<file path="src/rtl/pixel_chain_pkg.sv">
package pixel_chain_pkg;

    // Controller states of one chain node
    typedef enum logic [1:0] {
        ST_HUNT    = 2'd0,  // after reset: forward, capture nothing
        ST_GRAB    = 2'd1,  // armed: wait for start bit, then take payload
        ST_FORWARD = 2'd2,  // own frame held, watch downstream boundaries
        ST_SETTLED = 2'd3   // committed: forward until re-armed
    } rx_state_e;

    // Number of colour channels carried per frame
    localparam int NUM_CH = 3;

endpackage

</file>
<file path="src/rtl/pcr_zero_run.sv">
module pcr_zero_run #(
    parameter int MARK_LEN = 32
) (
    input  logic clk,
    input  logic rst_n,
    input  logic tick,
    input  logic bit_in,
    output logic marker_hit
);
    localparam int CNT_W = $clog2(MARK_LEN + 1);
    localparam logic [CNT_W-1:0] CNT_MAX  = CNT_W'(MARK_LEN);
    localparam logic [CNT_W-1:0] CNT_NEAR = CNT_W'(MARK_LEN - 1);

    logic [CNT_W-1:0] run_q;

    // Saturating count of consecutive zero samples
    always_ff @(posedge clk or negedge rst_n) begin
        if (!rst_n) begin
            run_q <= '0;
        end else if (tick) begin
            if (bit_in)
                run_q <= '0;
            else if (run_q != CNT_MAX)
                run_q <= run_q + 1'b1;
        end
    end

    // The current zero completes (or extends) a full marker
    assign marker_hit = tick && !bit_in && (run_q >= CNT_NEAR);

    AST_ONE_CLEARS_RUN: assert property (@(posedge clk) disable iff (!rst_n)
        (tick && bit_in) |=> (run_q == '0)) else $error("run not cleared");

    AST_ZERO_GROWS_RUN: assert property (@(posedge clk) disable iff (!rst_n)
        (tick && !bit_in && run_q < CNT_MAX) |=> (run_q == $past(run_q) + 1'b1))
        else $error("run did not grow");

endmodule

</file>
<file path="src/rtl/pcr_ctrl.sv">
module pcr_ctrl
    import pixel_chain_pkg::*;
#(
    parameter int FRAME_W = 16
) (
    input  logic      clk,
    input  logic      rst_n,
    input  logic      tick,
    input  logic      bit_in,
    input  logic      marker_hit,
    output rx_state_e state,
    output logic      cap_en,
    output logic      pass_en,
    output logic      commit_now
);
    localparam int IDX_W = $clog2(FRAME_W);
    localparam logic [IDX_W-1:0] LAST_IDX = IDX_W'(FRAME_W - 1);

    rx_state_e        state_q, state_d;
    logic [IDX_W-1:0] idx_q, idx_d;

    // State register with bit position inside the current frame
    always_ff @(posedge clk or negedge rst_n) begin
        if (!rst_n) begin
            state_q <= ST_HUNT;
            idx_q   <= '0;
        end else begin
            state_q <= state_d;
            idx_q   <= idx_d;
        end
    end

    // Transitions: marker-hit, payload-done, boundary-zero
    always_comb begin
        state_d = state_q;
        idx_d   = idx_q;
        if (tick) begin
            if (marker_hit) begin
                state_d = ST_GRAB;
                idx_d   = '0;
            end else begin
                unique case (state_q)
                    ST_HUNT: begin
                        idx_d = '0;
                    end
                    ST_GRAB: begin
                        if (idx_q == '0) begin
                            if (bit_in) idx_d = 1'b1;
                        end else if (idx_q == LAST_IDX) begin
                            state_d = ST_FORWARD;
                            idx_d   = '0;
                        end else begin
                            idx_d = idx_q + 1'b1;
                        end
                    end
                    ST_FORWARD: begin
                        if (idx_q == '0 && !bit_in) begin
                            state_d = ST_SETTLED;
                            idx_d   = '0;
                        end else if (idx_q == LAST_IDX) begin
                            idx_d = '0;
                        end else begin
                            idx_d = idx_q + 1'b1;
                        end
                    end
                    ST_SETTLED: begin
                        idx_d = '0;
                    end
                endcase
            end
        end
    end

    // Output decode
    always_comb begin
        cap_en     = 1'b0;
        pass_en    = 1'b1;
        commit_now = 1'b0;
        unique case (state_q)
            ST_HUNT: begin
                pass_en = 1'b1;
            end
            ST_GRAB: begin
                pass_en = 1'b0;
                cap_en  = tick && !marker_hit && (idx_q != '0);
            end
            ST_FORWARD: begin
                commit_now = tick && !marker_hit && (idx_q == '0) && !bit_in;
            end
            ST_SETTLED: begin
                pass_en = 1'b1;
            end
        endcase
    end

    assign state = state_q;

    AST_MARKER_ARMS: assert property (@(posedge clk) disable iff (!rst_n)
        (tick && marker_hit) |=> (state_q == ST_GRAB)) else $error("marker ignored");

    AST_START_SKIP: assert property (@(posedge clk) disable iff (!rst_n)
        (tick && state_q == ST_GRAB && idx_q == '0 && !bit_in)
        |=> (state_q == ST_GRAB && idx_q == '0)) else $error("zero taken as start");

    AST_PAYLOAD_DONE: assert property (@(posedge clk) disable iff (!rst_n)
        (tick && !marker_hit && state_q == ST_GRAB && idx_q == LAST_IDX)
        |=> (state_q == ST_FORWARD)) else $error("frame end missed");

    AST_SETTLED_HOLDS: assert property (@(posedge clk) disable iff (!rst_n)
        (state_q == ST_SETTLED && !(tick && marker_hit)) |=> (state_q == ST_SETTLED))
        else $error("left settled without marker");

endmodule

</file>
<file path="src/rtl/pcr_pixel_store.sv">
module pcr_pixel_store
    import pixel_chain_pkg::*;
#(
    parameter int CODE_W = 5
) (
    input  logic              clk,
    input  logic              rst_n,
    input  logic              cap_en,
    input  logic              bit_in,
    input  logic              commit_now,
    output logic [CODE_W-1:0] codes [NUM_CH],
    output logic              commit_q
);
    localparam int PAY_W = NUM_CH * CODE_W;

    logic [PAY_W-1:0] shadow_q;
    logic [PAY_W-1:0] disp_q;

    // Shadow shifts MSB first; display loads only at commit
    always_ff @(posedge clk or negedge rst_n) begin
        if (!rst_n) begin
            shadow_q <= '0;
            disp_q   <= '0;
            commit_q <= 1'b0;
        end else begin
            commit_q <= commit_now;
            if (cap_en)
                shadow_q <= {shadow_q[PAY_W-2:0], bit_in};
            if (commit_now)
                disp_q <= shadow_q;
        end
    end

    // Channel 0 (red) sits at the top of the payload
    for (genvar k = 0; k < NUM_CH; k++) begin : g_slice
        assign codes[k] = disp_q[PAY_W-1-k*CODE_W -: CODE_W];
    end

    AST_DISPLAY_HOLDS: assert property (@(posedge clk) disable iff (!rst_n)
        !commit_now |=> $stable(disp_q)) else $error("display moved w/o commit");

    AST_COMMIT_SINGLE: assert property (@(posedge clk) disable iff (!rst_n)
        commit_q |=> !commit_q) else $error("commit longer than one cycle");

    AST_COMMIT_LOADS: assert property (@(posedge clk) disable iff (!rst_n)
        commit_now |=> (disp_q == $past(shadow_q))) else $error("commit load wrong");

endmodule

</file>
<file path="src/rtl/pixel_chain_rx.sv">
module pixel_chain_rx
    import pixel_chain_pkg::*;
#(
    parameter int CODE_W   = 5,
    parameter int MARK_LEN = 32
) (
    input  logic              clk,
    input  logic              rst_n,
    input  logic              shift_tick,
    input  logic              din,
    output logic              dout,
    output logic              shift_tick_out,
    output logic [CODE_W-1:0] red_code,
    output logic [CODE_W-1:0] green_code,
    output logic [CODE_W-1:0] blue_code,
    output logic              commit_pulse
);
    localparam int FRAME_W = 1 + NUM_CH * CODE_W;

    rx_state_e         state;
    logic              marker_hit;
    logic              cap_en;
    logic              pass_en;
    logic              commit_now;
    logic [CODE_W-1:0] codes [NUM_CH];

    pcr_zero_run #(.MARK_LEN(MARK_LEN)) u_run (
        .clk        (clk),
        .rst_n      (rst_n),
        .tick       (shift_tick),
        .bit_in     (din),
        .marker_hit (marker_hit)
    );

    pcr_ctrl #(.FRAME_W(FRAME_W)) u_ctrl (
        .clk        (clk),
        .rst_n      (rst_n),
        .tick       (shift_tick),
        .bit_in     (din),
        .marker_hit (marker_hit),
        .state      (state),
        .cap_en     (cap_en),
        .pass_en    (pass_en),
        .commit_now (commit_now)
    );

    pcr_pixel_store #(.CODE_W(CODE_W)) u_store (
        .clk        (clk),
        .rst_n      (rst_n),
        .cap_en     (cap_en),
        .bit_in     (din),
        .commit_now (commit_now),
        .codes      (codes),
        .commit_q   (commit_pulse)
    );

    // Downstream data and regenerated tick
    always_ff @(posedge clk or negedge rst_n) begin
        if (!rst_n) begin
            dout           <= 1'b0;
            shift_tick_out <= 1'b0;
        end else begin
            shift_tick_out <= shift_tick;
            if (shift_tick)
                dout <= pass_en ? din : 1'b0;
        end
    end

    assign red_code   = codes[0];
    assign green_code = codes[1];
    assign blue_code  = codes[2];

    AST_OWN_FRAME_DROPPED: assert property (@(posedge clk) disable iff (!rst_n)
        (shift_tick && state == ST_GRAB) |=> !dout) else $error("own bit leaked");

    AST_PASS_DELAY: assert property (@(posedge clk) disable iff (!rst_n)
        (shift_tick && state != ST_GRAB) |=> (dout == $past(din))) else $error("forward wrong");

    AST_DOUT_HOLDS: assert property (@(posedge clk) disable iff (!rst_n)
        !shift_tick |=> $stable(dout)) else $error("dout moved between ticks");

    AST_TICK_COPY: assert property (@(posedge clk) disable iff (!rst_n)
        1'b1 |=> (shift_tick_out == $past(shift_tick))) else $error("tick copy wrong");

endmodule

</file>
<file path="config.mk">
export PLATFORM = sky130hd
export DESIGN_NAME = pixel_chain_rx
export DESIGN_NICKNAME = d
export VERILOG_FILES = /design/src/rtl/pixel_chain_pkg.sv /design/src/rtl/pcr_zero_run.sv /design/src/rtl/pcr_ctrl.sv /design/src/rtl/pcr_pixel_store.sv /design/src/rtl/pixel_chain_rx.sv
export SDC_FILE = /design/constraint.sdc
export NUM_CORES = 1
export LEC_CHECK = 0
export BUFFER_PORTS_ARGS = -buffer_cell sky130_fd_sc_hd__buf_2
export CAP_MARGIN = 25
export CORE_ASPECT_RATIO = 0.5
export CORE_MARGIN = 3
export CORE_UTILIZATION = 30
export DETAILED_ROUTE_END_ITERATION = 10
export PLACE_DENSITY = 0.51
export SLEW_MARGIN = 20
export SYNTH_ARGS = -nofsm -noshare
export SYNTH_HDL_FRONTEND = slang
export SYNTH_SLANG_ARGS = --single-unit
</file>
<file path="constraint.sdc">
create_clock -name clk -period 2.23 [get_ports clk]
set_input_delay 0.1115 -clock clk [delete_from_list [all_inputs] [get_ports clk]]
set_output_delay 0.1115 -clock clk [all_outputs]
set_load 0.03 [all_outputs]
</file>
* Yosys cells after proc, flatten, opt, wreduce, memory -nomap -nowiden
Cells that the tools add are included.
** Storage, ports and cells
- Flip-flop bits (word level) :: 45
- Input port bits :: 4
- Output and inout port bits :: 18
- Word-level logic and storage cells :: 54
** Cells by class
- Add/subtract/negate cells :: 2
- $lt $le $gt $ge :: 1
- Eq/ne operators :: 9
- Mux-type cells :: 16
- Reductions and logical operators :: 18
** Operators with widths (number)
- $mux W4 :: 5
- $mux W6 :: 2
- $pmux W4 S3 :: 1
- $mux W2 :: 4
- $logic_and A1 B1 Y1 :: 7
- $add A6 B1 Y6 const B :: 1
- $ge A6 B5 Y1 const B :: 1
- $ne A3 B1 Y1 const B :: 2
- $ne A6 B6 Y1 const B :: 1
- $reduce_and A5 Y1 :: 1
- $add A4 B1 Y4 const B :: 1
- $eq A2 B2 Y1 const B :: 2
- $eq A4 B4 Y1 const B :: 1
- $logic_not A4 Y1 :: 1
- $ne A4 B3 Y1 const B :: 1
- $pmux W2 S2 :: 1
- $reduce_and A2 Y1 :: 2
- $reduce_bool A4 Y1 :: 1
- $mux W1 :: 3
- $ne A3 B2 Y1 const B :: 1
- $reduce_bool A3 Y1 :: 1
- $eq A2 B1 Y1 const B :: 1
- $logic_not A1 Y1 :: 2
- $logic_not A2 Y1 :: 1
- other kinds (2) :: 2

* Logic depth before layout (Yosys ltp)
Gate-level depths: netlist of run 1.
- Depth in word-level cells :: 8
- Depth in mapped cells :: 7
- Gate-level depth less buffers :: 6

* By module
Synthesis of run 1 repeated with hierarchy kept, for this count alone.
** Unflattened totals
- Cell total of the unflattened synthesis :: 161
- Area, all modules :: 2155.8 um^2
** Modules (own cells, without submodules)
- pcr_pixel_store :: instances 1, cells each 65, area an instance 1251.2 um^2, seq. area each 775.7 um^2
- pcr_ctrl :: instances 1, cells each 50, area an instance 434.2 um^2, seq. area each 150.1 um^2
- pcr_zero_run :: instances 1, cells each 41, area an instance 406.6 um^2, seq. area each 150.1 um^2
- pixel_chain_rx :: instances 1, cells each 5, area an instance 63.8 um^2, seq. area each 50.0 um^2

* Least setup slack after synthesis of run 1
No wires, ideal clock.
- Kind :: reg-to-reg
- From :: register u_run.run_q[0]
- To :: register u_store.shadow_q[10]
- Setup time :: 0.125 ns
- Arrival :: 1.898 ns
- Data required time :: 2.105 ns
- Path slack :: 0.208 ns
- Cell stages (with the launch flop) :: 8
- Path buffers :: 2
- Clock period less this slack :: 2.022 ns
- Cell sequence :: dfrtp_1 -> ha_1 -> a41oi_2 -> nor2_1 -> or4_1 -> buf_2 -> buf_6 -> mux2_2
** On the way
- Cells in the longest elaborated chain, start to end :: 6
** Ends and longest elaborated chain
- start, declared :: line pcr_zero_run.sv:14 : logic [CNT_W-1:0] run_q;
- start signal, assigned :: line pcr_zero_run.sv:24 : run_q <= run_q + 1'b1;
- $ge A6 B5 Y1 :: line pcr_zero_run.sv:29 : assign marker_hit = tick && !bit_in && (run_q >= CNT_NEAR);
- $logic_and A1 B1 Y1 :: line pcr_zero_run.sv:29
- $logic_not A1 Y1 :: line pcr_ctrl.sv:85 : cap_en = tick && !marker_hit && (idx_q != '0);
- $logic_and A1 B1 Y1 (2 in series) :: line pcr_ctrl.sv:85
- $mux W1 :: line pcr_ctrl.sv:79 : unique case (state_q)
- end signal, assigned :: line pcr_pixel_store.sv:28 : shadow_q <= {shadow_q[PAY_W-2:0], bit_in};
- end, declared :: line pcr_pixel_store.sv:16 : logic [PAY_W-1:0] shadow_q;
Every way passes these cells.
A chain may end at the register's enable or synchronous reset.

* Worst setup path in the final report of run 1
- From :: register u_run.run_q[0]
- To :: register u_store.shadow_q[8]
Same word-level chain as after synthesis.

==> out/results.ini, run 1 <==
[worst_setup_path]
cp.arrival_ns=2.21
critPathRequiredTime_ns=2.40
endpoint_kind=flip-flop
critPathKind=flip-flop to flip-flop
cp_max_fo=15
cp-start-kind=flip-flop

[cells_and_area]
n_fill_cell=622
multi_input_area_um2=865.8
diodes=0
syn2layout_area_growth_pct=17.96
final_cells=280
nNetsFinal=203
drive_above_1_share_pct=35.94
stdcell_area_um2=2441
seq_area_um2=1126

[synthesis]
yosysWarnings=0
ys.flop_type=dfrtp_1
syn-cell-area_um2=2069
syn_avg_cell_area_um2=12.39
synth_edf_count=0
synthAdderAreaFrac_pct=4.232
synthMuxAreaShare_pct=16.32
yosys-top-cells-count=45 x dfrtp_1, 30 x mux2_2, 10 x nand2_1
synthCells=167
yosysSeqAreaShare_pct=54.41
yosysTopAreaCellShare_pct=54.41
synth_area_leaders=dfrtp_1 54%, mux2_2 16%, ha_1 4.2%, nand2_1 1.8%, a21oi_1 1.7%
synthXorXnorAreaFrac_pct=0.8464
yosysTopAreaCell=dfrtp_1
async_flop_share_pct=100.0
synth-simple-area-share_pct=12.33
yosysMostFrequentCell=dfrtp_1
syn_nets=178
ys_ff_latch=45
netlist-cell-type-count=39
synth_top_family_by_area=multiplexers
synth-compound-area-share_pct=8.102

[pwr]
p_comb_share_pct=20.4
ir_drop_v=0.0003563
finalPower_mw=2.301
power.internal_mw=1.637
switchingPower_mw=0.6643
p_clk_share_pct=35.2
power_frac_seq_pct=44.4
powerDensity_nw_per_um2=942.7
p_sw_share_pct=28.87
leakagePower_nw=1.224

[timing]
finClkSkew_ns=0.003837
setup_ws_ns=0.1812
finalMaxSlewViolations=0
finalSetupViolations=0
tns_ns=0
rsz0062_at_grt=false
slew_headroom_pct=63.23
post-route-period-util_pct=91.87
worst-slew-pin-transition_ns=0.5482
timing_hold_violations_final=0
timing.final.crit_period_ns=2.049
timing.fmax_ghz=0.4881

[routing]
wire_per_inst_um=12.88
wirelength_um=3606
vias_per_cell=4.743
drt_iter0_drc=57
drt-pass1-iter-count=4
drc=0
antenna_left=0
via_count=1328

[global_route]
grt_antenna_before_repair=0
grt_pass1_vias=1364
grt_use_total_pct=10.13
grt_max_degree=23
overflow=0
grt_pass1_wl_um=6506

[placement]
hpwl_um=2550
dpl_worst_slack_ns=0.1708
placed_area_um2=2271
port_buffers=21
gp_congestion=0.7243
dp_cells=272

[floorplan]
fp.dieH_um=64.73
die_w_um=123.5
start_util_pct=32.56
ios=22
coreArea_um2=6356
rows=20
dieArea_um2=7992

[clocking]
cts_tree=done
cts_buffers=5
htreeDepth=2
root_buffer=clkbuf_16
clk_path_buf_depth=2
cts_sinks=45
insertion_delay_ns=0.28
clkTransAtPathRegs_ns=0.06

[flow_run]
timing.max_cap.violations=0

[hold_path]
hold_path.class=primary input to flip-flop

[run_status]
status=finished clean

-- layout by cell type, fill, tap and decap left out, types with 4 or more instances in the layout --
cell        n
a21oi_1     7
buf_2      21
buf_4       4
clkbuf_16   5
dfrtp_1    45
ha_1        7
inv_1       8
mux2_2     30
nand2_1    10
nand3_1     6
nand4_1     4
nor2_1      5
-- area by class of cell --
class | instances | share of cell area, %
inverters | 9 | 1.384
multi-input cells | 105 | 35.47
well taps | 88 | 4.511
clock inverters | 2 | 1.435
clock buffers | 5 | 5.126
flip-flops and latches | 45 | 46.13
repair buffers | 26 | 5.946
-- logic make-up after synthesis --
kind of cell | after synthesis
flops | 45
simple gates | 42
mux | 30
compound gates | 24
buf+inv | 17
fa+ha+maj | 7
xor+xnor | 2
-- routing by layer --
metal	vias up	GRT usage, %	wire (um)
met5	-	0	0
met1	650	12.96	1714
met3	7	2.441	143
li1	644	-	-
met2	27	16.50	1697
met4	0	4.138	51
-- path summary, 6_finish.rpt --
kind                                      from             endpoint  slack (ns)  cells after the start
worst max-delay path            u_run.run_q[0]  u_store.shadow_q[8]        0.18                      6
worst min-delay path                shift_tick       shift_tick_out        0.05                      1
worst max register to register  u_run.run_q[0]  u_store.shadow_q[8]        0.18                      6
worst min register to register            dout                 dout        0.49                      1
max in group asynchronous                rst_n     u_store.codes[8]        1.32                      3
min in group asynchronous                rst_n       u_run.run_q[0]        0.32                      2
-- power by group through the flow --
stage / logic, mW / registers [mW] / clock network [mW]
after global placement: 0.461 / 1.03 / 0
after detailed placement: 0.465 / 1.04 / 0
after CTS: 0.472 / 1.02 / 0.838
after global routing: 0.526 / 1.04 / 0.878
after floorplan: 0.362 / 1.02 / 0
final: 0.469 / 1.02 / 0.810
-- what timing repair did --
action	4_1_cts	5_1_grt
buffers inserted	0	0
hold buffers	1	0
resized for setup	0	0
endpoints found under the hold margin	20	0
-- sequential cells by signal, indices dropped and copies added (netlist names) --
name and cells:
dout 1, shift_tick_out 1, u_ctrl.idx_q 4, u_ctrl.state 2, u_run.run_q 6, u_store.codes 15
u_store.commit_q 1, u_store.shadow_q 15
-- through the flow --
step	hold slack, ns	util (%)
global route	0.05666	38.41
global placement	0.1027	35.73
detailed placement	0.1098	35.73
floorplan	-0.1841	-
finish	0.05107	38.41
CTS	0.04707	38.41
-- critical path: stages, from the launching register on --
cell,delay [ns]
dfrtp_1,0.41
ha_1,0.26
a41oi_2,0.31
nor2_1,0.06
or4_1,0.39
buf_4,0.21
mux2_2,0.28
No activity file was read; power rests on OpenSTA's default activity.
==> run 2, diff against run 1 <==
- GPL_TIMING_DRIVEN: not set -> 0
==> run 2 against run 1 <==
- fmax is 4.0% lower
- critical endpoint is now u_store.shadow_q[5]
- largest cell class unchanged
- critical path type unchanged
- worst setup slack worse by 0.084 ns
- highest routed layer unchanged
- wire length is 3.9% higher
- largest power group unchanged
==> out/results.ini, run 2 (same netlist as run 1, synthesis figures left out) <==
[run_status]
status=finished clean

[floorplan]
start_util_pct=32.56  ; unchanged
fp.dieH_um=64.73  ; unchanged
coreArea_um2=6356  ; unchanged
dieArea_um2=7992  ; unchanged
ios=22  ; unchanged
die_w_um=123.5  ; unchanged
rows=20  ; unchanged

[routing]
antenna_left=0  ; unchanged
wire_per_inst_um=13.00  ; +0.97%
drt_iter0_drc=105  ; +84%
drc=0  ; unchanged
vias_per_cell=4.819  ; +1.6%
drt-pass1-iter-count=4  ; unchanged
via_count=1388  ; +4.5%
wirelength_um=3745  ; +3.9%

[placement]
placed_area_um2=2285  ; +0.61%
port_buffers=21  ; unchanged
dp_cells=276  ; +1.5%
dpl_worst_slack_ns=0.06046  ; -0.1104 ns
gp_congestion=0.7358  ; +1.6%
hpwl_um=2576  ; +0.99%

[worst_setup_path]
cp.arrival_ns=2.30  ; +0.09 ns
cp_max_fo=10  ; -5
critPathKind=flip-flop to flip-flop
worstPathCellList=inv_1, ha_1, nor3b_1, or4_1, buf_2, buf_6, mux2_2
endpoint_kind=flip-flop
critPathRequiredTime_ns=2.40  ; about the same
cp_slowest_cell=or4_1
cp-start-kind=flip-flop
cpPeakStageDelay_ns=0.47  ; +0.06 ns

[timing]
timing.fmax_ghz=0.4688  ; -4.0%
rsz0062_at_grt=false
post-route-period-util_pct=95.65  ; +3.8 points
worst-slew-pin-transition_ns=0.5755  ; +0.02732 ns
timing.final.crit_period_ns=2.133  ; +0.08426 ns
tns_ns=0  ; unchanged
finalMaxSlewViolations=0  ; unchanged
finalSetupViolations=0  ; unchanged
slew_headroom_pct=61.63  ; -1.6 points
setup_ws_ns=0.09697  ; -0.08426 ns
finClkSkew_ns=0.003954  ; +0.0001164 ns
timing_hold_violations_final=0  ; unchanged

[cells_and_area]
final_cells=288  ; +2.9%
drive_above_1_share_pct=36.50  ; +0.56 points
n_fill_cell=618  ; -0.64%
diodes=0  ; unchanged
syn2layout_area_growth_pct=20.74
final_common_cell=dfrtp_1
layout_common_cells=45 x dfrtp_1, 30 x mux2_2, 25 x buf_2
nNetsFinal=210  ; +3.4%
stdcell_area_um2=2499  ; +2.4%

[clocking]
insertion_delay_ns=0.28  ; about the same
cts_buffers=5  ; unchanged
root_buffer=clkbuf_16
cts_tree=done
cts_sinks=45  ; unchanged
clkTransAtPathRegs_ns=0.06  ; about the same
htreeDepth=2  ; unchanged
clk_path_buf_depth=2  ; unchanged

[flow_run]
timing.max_cap.violations=0  ; unchanged

[global_route]
grt_antenna_before_repair=0  ; unchanged
overflow=0  ; unchanged
grt_use_total_pct=10.95  ; +0.82 points
grt_pass1_vias=1477  ; +8.3%
grt_pass1_wl_um=6927  ; +6.5%
grt_max_degree=46  ; +100%

[pwr]
ir_drop_v=0.0002711  ; -24%
leakagePower_nw=1.248  ; +2.0%
powerDensity_nw_per_um2=941.7  ; about the same

[hold_path]
hold_path.class=primary input to async pin

run 2: cell count changes in the layout (fill, tap and decap cells not counted):
cell           change
nand4_4            +1
buf_2              +4
buf_6              +1
clkinv_2           -1
buf_4              -1
clkinv_4           +1
clkbuf_1           +3
nand4_2            -1
dlygate4sd3_1      +1
run 2: what timing repair did:
item                                    in CTS  in global routing
buffers inserted                             0                  2
hold buffers                                 1                  1
resized for setup                            0                  1
endpoints found under the hold margin        1                 45
endpoints found under the setup margin       0                 11
run 2: final timing paths:
check / startpoint / slack [ns] / cells after the start / to
min: rst_n / 0.37 / 2 / u_run.run_q[0]
min in group clk: din / 0.39 / 4 / u_store.codes[10]
max in group asynchronous: rst_n / 1.46 / 2 / u_run.run_q[3]
min reg2reg: dout / 0.48 / 1 / dout
max reg2reg: u_ctrl.idx_q[0] / 0.1 / 7 / u_store.shadow_q[5]
max: u_ctrl.idx_q[0] / 0.1 / 7 / u_store.shadow_q[5]
run 2: final cells by class:
type | count | area [um2] | area share, %
Sequential cell | 45 | 1126 | 45.07
Multi-Input combinational cell | 105 | 874.6 | 35.00
Timing Repair Buffer | 25 | 142.6 | 5.709
Clock buffer | 6 | 128.9 | 5.158
Tap cell | 88 | 110.1 | 4.407
Buffer | 8 | 43.79 | 1.753
Clock inverter | 2 | 38.79 | 1.552
Inverter | 9 | 33.78 | 1.352
run 2: per-layer routing:
metal | up-vias | share of wire (%) | GRT usage [%] | wire (um)
li1 | 664 | - | - | -
met1 | 696 | 47 | 13.98 | 1763
met2 | 20 | 48 | 17.71 | 1785
met3 | 8 | 3.3 | 2.441 | 122
met4 | 0 | 2.0 | 5.103 | 74
met5 | - | 0 | 0 | 0
run 2: worst max-delay path: cells and delay by family (launching register included):
family                   cells  cell delay [ns]
AND/OR/NAND/NOR              2             0.64
flip-flops                   1             0.44
buffers and inverters        3             0.43
multiplexers                 1             0.27
adder cells (fa/ha/maj)      1             0.25
run 2: where the power goes:
group,switching [mW],internal (mW)
logic,0.317,0.225
clock network,0.301,0.531
registers,0.0741,0.905
run 2: per-stage QoR:
| stage | utilization (%) | hold WS (ns) | power (mW) |
|---|---|---|---|
| final | 39.31 | 0.3696 | 2.353 |
| after global routing | 39.31 | 0.4107 | 2.507 |
| after CTS | 38.74 | 0.04431 | 2.378 |
| after detailed placement | 35.94 | 0.2326 | 1.526 |
| after global placement | 35.94 | 0.2300 | 1.503 |
| after floorplan | - | -0.1841 | 1.381 |
==> run 3, diff against run 2 <==
- BUFFER_PORTS_ARGS: -buffer_cell sky130_fd_sc_hd__buf_2 -> -buffer_cell sky130_fd_sc_hd__clkbuf_2
==> run 3 against run 2 <==
- cell area about the same
- critical path type unchanged
- wire length decreased by 1.2%
- combinational power decreased by 1%
- sequential power about the same
- worst hold slack improved by 0.023 ns
- first-iteration DRC count decreased by 23%
- critical path depth unchanged
- largest power group unchanged
==> out/results.ini, run 3 (same netlist as run 1, synthesis figures left out) <==
[run_status]
status=finished clean

[timing]
timing.fmax_ghz=0.4739  ; +1.1%
finalMaxSlewViolations=0  ; unchanged
rsz0062_at_grt=false
tns_ns=0  ; unchanged
post-route-period-util_pct=94.63  ; -1.0 points
timing_hold_violations_final=0  ; unchanged
finClkSkew_ns=0.007452  ; +0.003499 ns
timing.final.crit_period_ns=2.110  ; -0.02281 ns
setup_ws_ns=0.1198  ; +0.02281 ns
worst-slew-pin-transition_ns=0.6137  ; +0.03817 ns
finalSetupViolations=0  ; unchanged
slew_headroom_pct=59.09  ; -2.5 points

[pwr]
power.internal_mw=1.660  ; about the same
ir_drop_v=0.0003232  ; +19%
leakagePower_nw=1.225  ; -1.9%
p_clk_share_pct=35.4  ; about the same
powerDensity_nw_per_um2=941.0  ; about the same
p_comb_share_pct=22.8  ; -0.2 points
power_frac_seq_pct=41.8  ; +0.2 points
switchingPower_mw=0.6905  ; -0.20%
p_sw_share_pct=29.38  ; about the same

[routing]
antenna_left=0  ; unchanged
drt_iter0_drc=81  ; -23%
wirelength_um=3701  ; -1.2%
wire_per_inst_um=12.94  ; -0.48%
via_count=1370  ; -1.3%
drt-pass1-iter-count=4  ; unchanged
vias_per_cell=4.790  ; -0.61%
drc=0  ; unchanged

[clocking]
root_buffer=clkbuf_16
htreeDepth=2  ; unchanged
cts_buffers=5  ; unchanged
cts_sinks=45  ; unchanged
clk_path_buf_depth=2  ; unchanged
cts_tree=done
clkTransAtPathRegs_ns=0.06  ; about the same
insertion_delay_ns=0.29  ; about the same

[cells_and_area]
drive_above_1_share_pct=36.36  ; -0.14 points
n_fill_cell=612  ; -0.97%
multi_input_area_um2=888.4  ; +1.6%
final_common_cell=dfrtp_1
nNetsFinal=208  ; -0.95%
syn2layout_area_growth_pct=20.68  ; about the same
stdcell_area_um2=2497  ; about the same
layout_common_cells=45 x dfrtp_1, 30 x mux2_2, 20 x clkbuf_2
diodes=0  ; unchanged
seq_area_um2=1126  ; unchanged

[global_route]
grt_max_degree=46  ; unchanged
grt_use_total_pct=10.62  ; -0.33 points
grt_pass1_wl_um=6630  ; -4.3%
grt_pass1_vias=1419  ; -3.9%
grt_antenna_before_repair=0  ; unchanged
overflow=0  ; unchanged

[floorplan]
dieArea_um2=7992  ; unchanged
start_util_pct=32.56  ; unchanged
coreArea_um2=6356  ; unchanged
ios=22  ; unchanged
rows=20  ; unchanged
fp.dieH_um=64.73  ; unchanged
die_w_um=123.5  ; unchanged

[worst_setup_path]
endpoint_kind=flip-flop
cp_max_fo=10  ; unchanged
r2r_start=u_ctrl.idx_q[0]
path_delay_family=simple AND/OR/NAND/NOR gates
cp-start-kind=flip-flop
cpPeakStageDelay_ns=0.46  ; about the same
cp.arrival_ns=2.28  ; -0.02 ns
worstPathCellList=inv_1, ha_1, nor3b_1, or4_1, buf_2, buf_6, mux2_2
critPathRequiredTime_ns=2.40  ; about the same
critPathBufInv=3  ; unchanged
cp_slowest_cell=or4_1
rr_worst_depth=7  ; unchanged
reg2reg_slack_ns=0.12  ; +0.02 ns
r2r-end=u_store.shadow_q[9]
critPathKind=flip-flop to flip-flop

[placement]
gp_congestion=0.7281  ; -1.0%
hpwl_um=2559  ; -0.64%
dpl_worst_slack_ns=0.05373  ; -0.006728 ns
placed_area_um2=2287  ; +0.11%
port_buffers=21  ; unchanged

[hold_path]
worstHoldEndpoint=u_run.run_q[4]
holdPathStages=3
hold_path.class=primary input to flip-flop
hold_start=din

[flow_run]
timing.max_cap.violations=0  ; unchanged

## run 3: changes by cell type in the layout (fill, tap and decap cells not counted), sizes merged
cell / before / now
buf: 29 / 6
clkbuf: 8 / 29
## run 3: how the worst max path moves through the flow
stage	startpoint	endpoint	cells past startpoint
6_report	u_ctrl.idx_q[0]	u_store.shadow_q[9]	7
5_1_grt	u_ctrl.idx_q[0]	u_store.shadow_q[12]	7
4_1_cts	u_run.run_q[0]	u_store.shadow_q[9]	7
3_5_place_dp	u_run.run_q[0]	u_store.shadow_q[9]	7
3_3_place_gp	u_run.run_q[0]	u_store.shadow_q[12]	7
2_1_floorplan	u_run.run_q[0]	u_store.shadow_q[10]	7
## run 3: layout make-up
type / instances / share of cell area [%]
flip-flops and latches: 45 / 45.09
repair buffers: 23 / 5.110
clock buffers: 6 / 5.160
inverters: 9 / 1.353
well taps: 88 / 4.409
clock inverters: 2 / 1.553
plain buffers: 8 / 1.754
multi-input cells: 105 / 35.57
## run 3: metrics by stage
| step | hold WS [ns] | utilization, % | std cells | total power, mW |
|---|---|---|---|---|
| finish | 0.3930 | 39.29 | 286 | 2.350 |
| floorplan | -0.1841 | - | 167 | 1.381 |
| global route | 0.4355 | 39.29 | 286 | 2.491 |
| global placement | 0.2313 | 35.94 | 276 | 1.502 |
| CTS | 0.3956 | 38.94 | 286 | 2.373 |
| detailed placement | 0.1947 | 35.98 | 276 | 1.518 |
## run 3: power groups by stage
stage / sequential [mW] / clock (mW) / combinational, mW
after floorplan: 1.02 / 0 / 0.362
after global placement: 0.988 / 0 / 0.513
after detailed placement: 0.993 / 0 / 0.525
after CTS: 0.979 / 0.865 / 0.529
after global routing: 0.998 / 0.899 / 0.595
final: 0.982 / 0.833 / 0.535
## run 3: timing repair
item                                   4_1_cts  5_1_grt
endpoints found under the hold margin       46        0
setup endpoints to repair                    0       19
hold buffers                                 2        0
gates resized for setup                      0        3
setup buffers                                0        0
## run 3: worst register-to-register path: cells and delay by family (launching register included)
family                   cells  cell delay [ns]
AND/OR/NAND/NOR              2             0.63
buffers and inverters        3             0.43
flip-flops                   1             0.43
multiplexers                 1             0.27
adder cells (fa/ha/maj)      1             0.24
## run 3: layer usage
| metal | vias to the layer above | track usage [%] | share of wire, % |
|---|---|---|---|
| met3 | 8 | 2.354 | 3.2 |
| met5 | - | 0 | 0 |
| met4 | 0 | 4.966 | 2.2 |
| met2 | 17 | 17.31 | 45 |
| met1 | 685 | 13.47 | 49 |
| li1 | 660 | - | - |
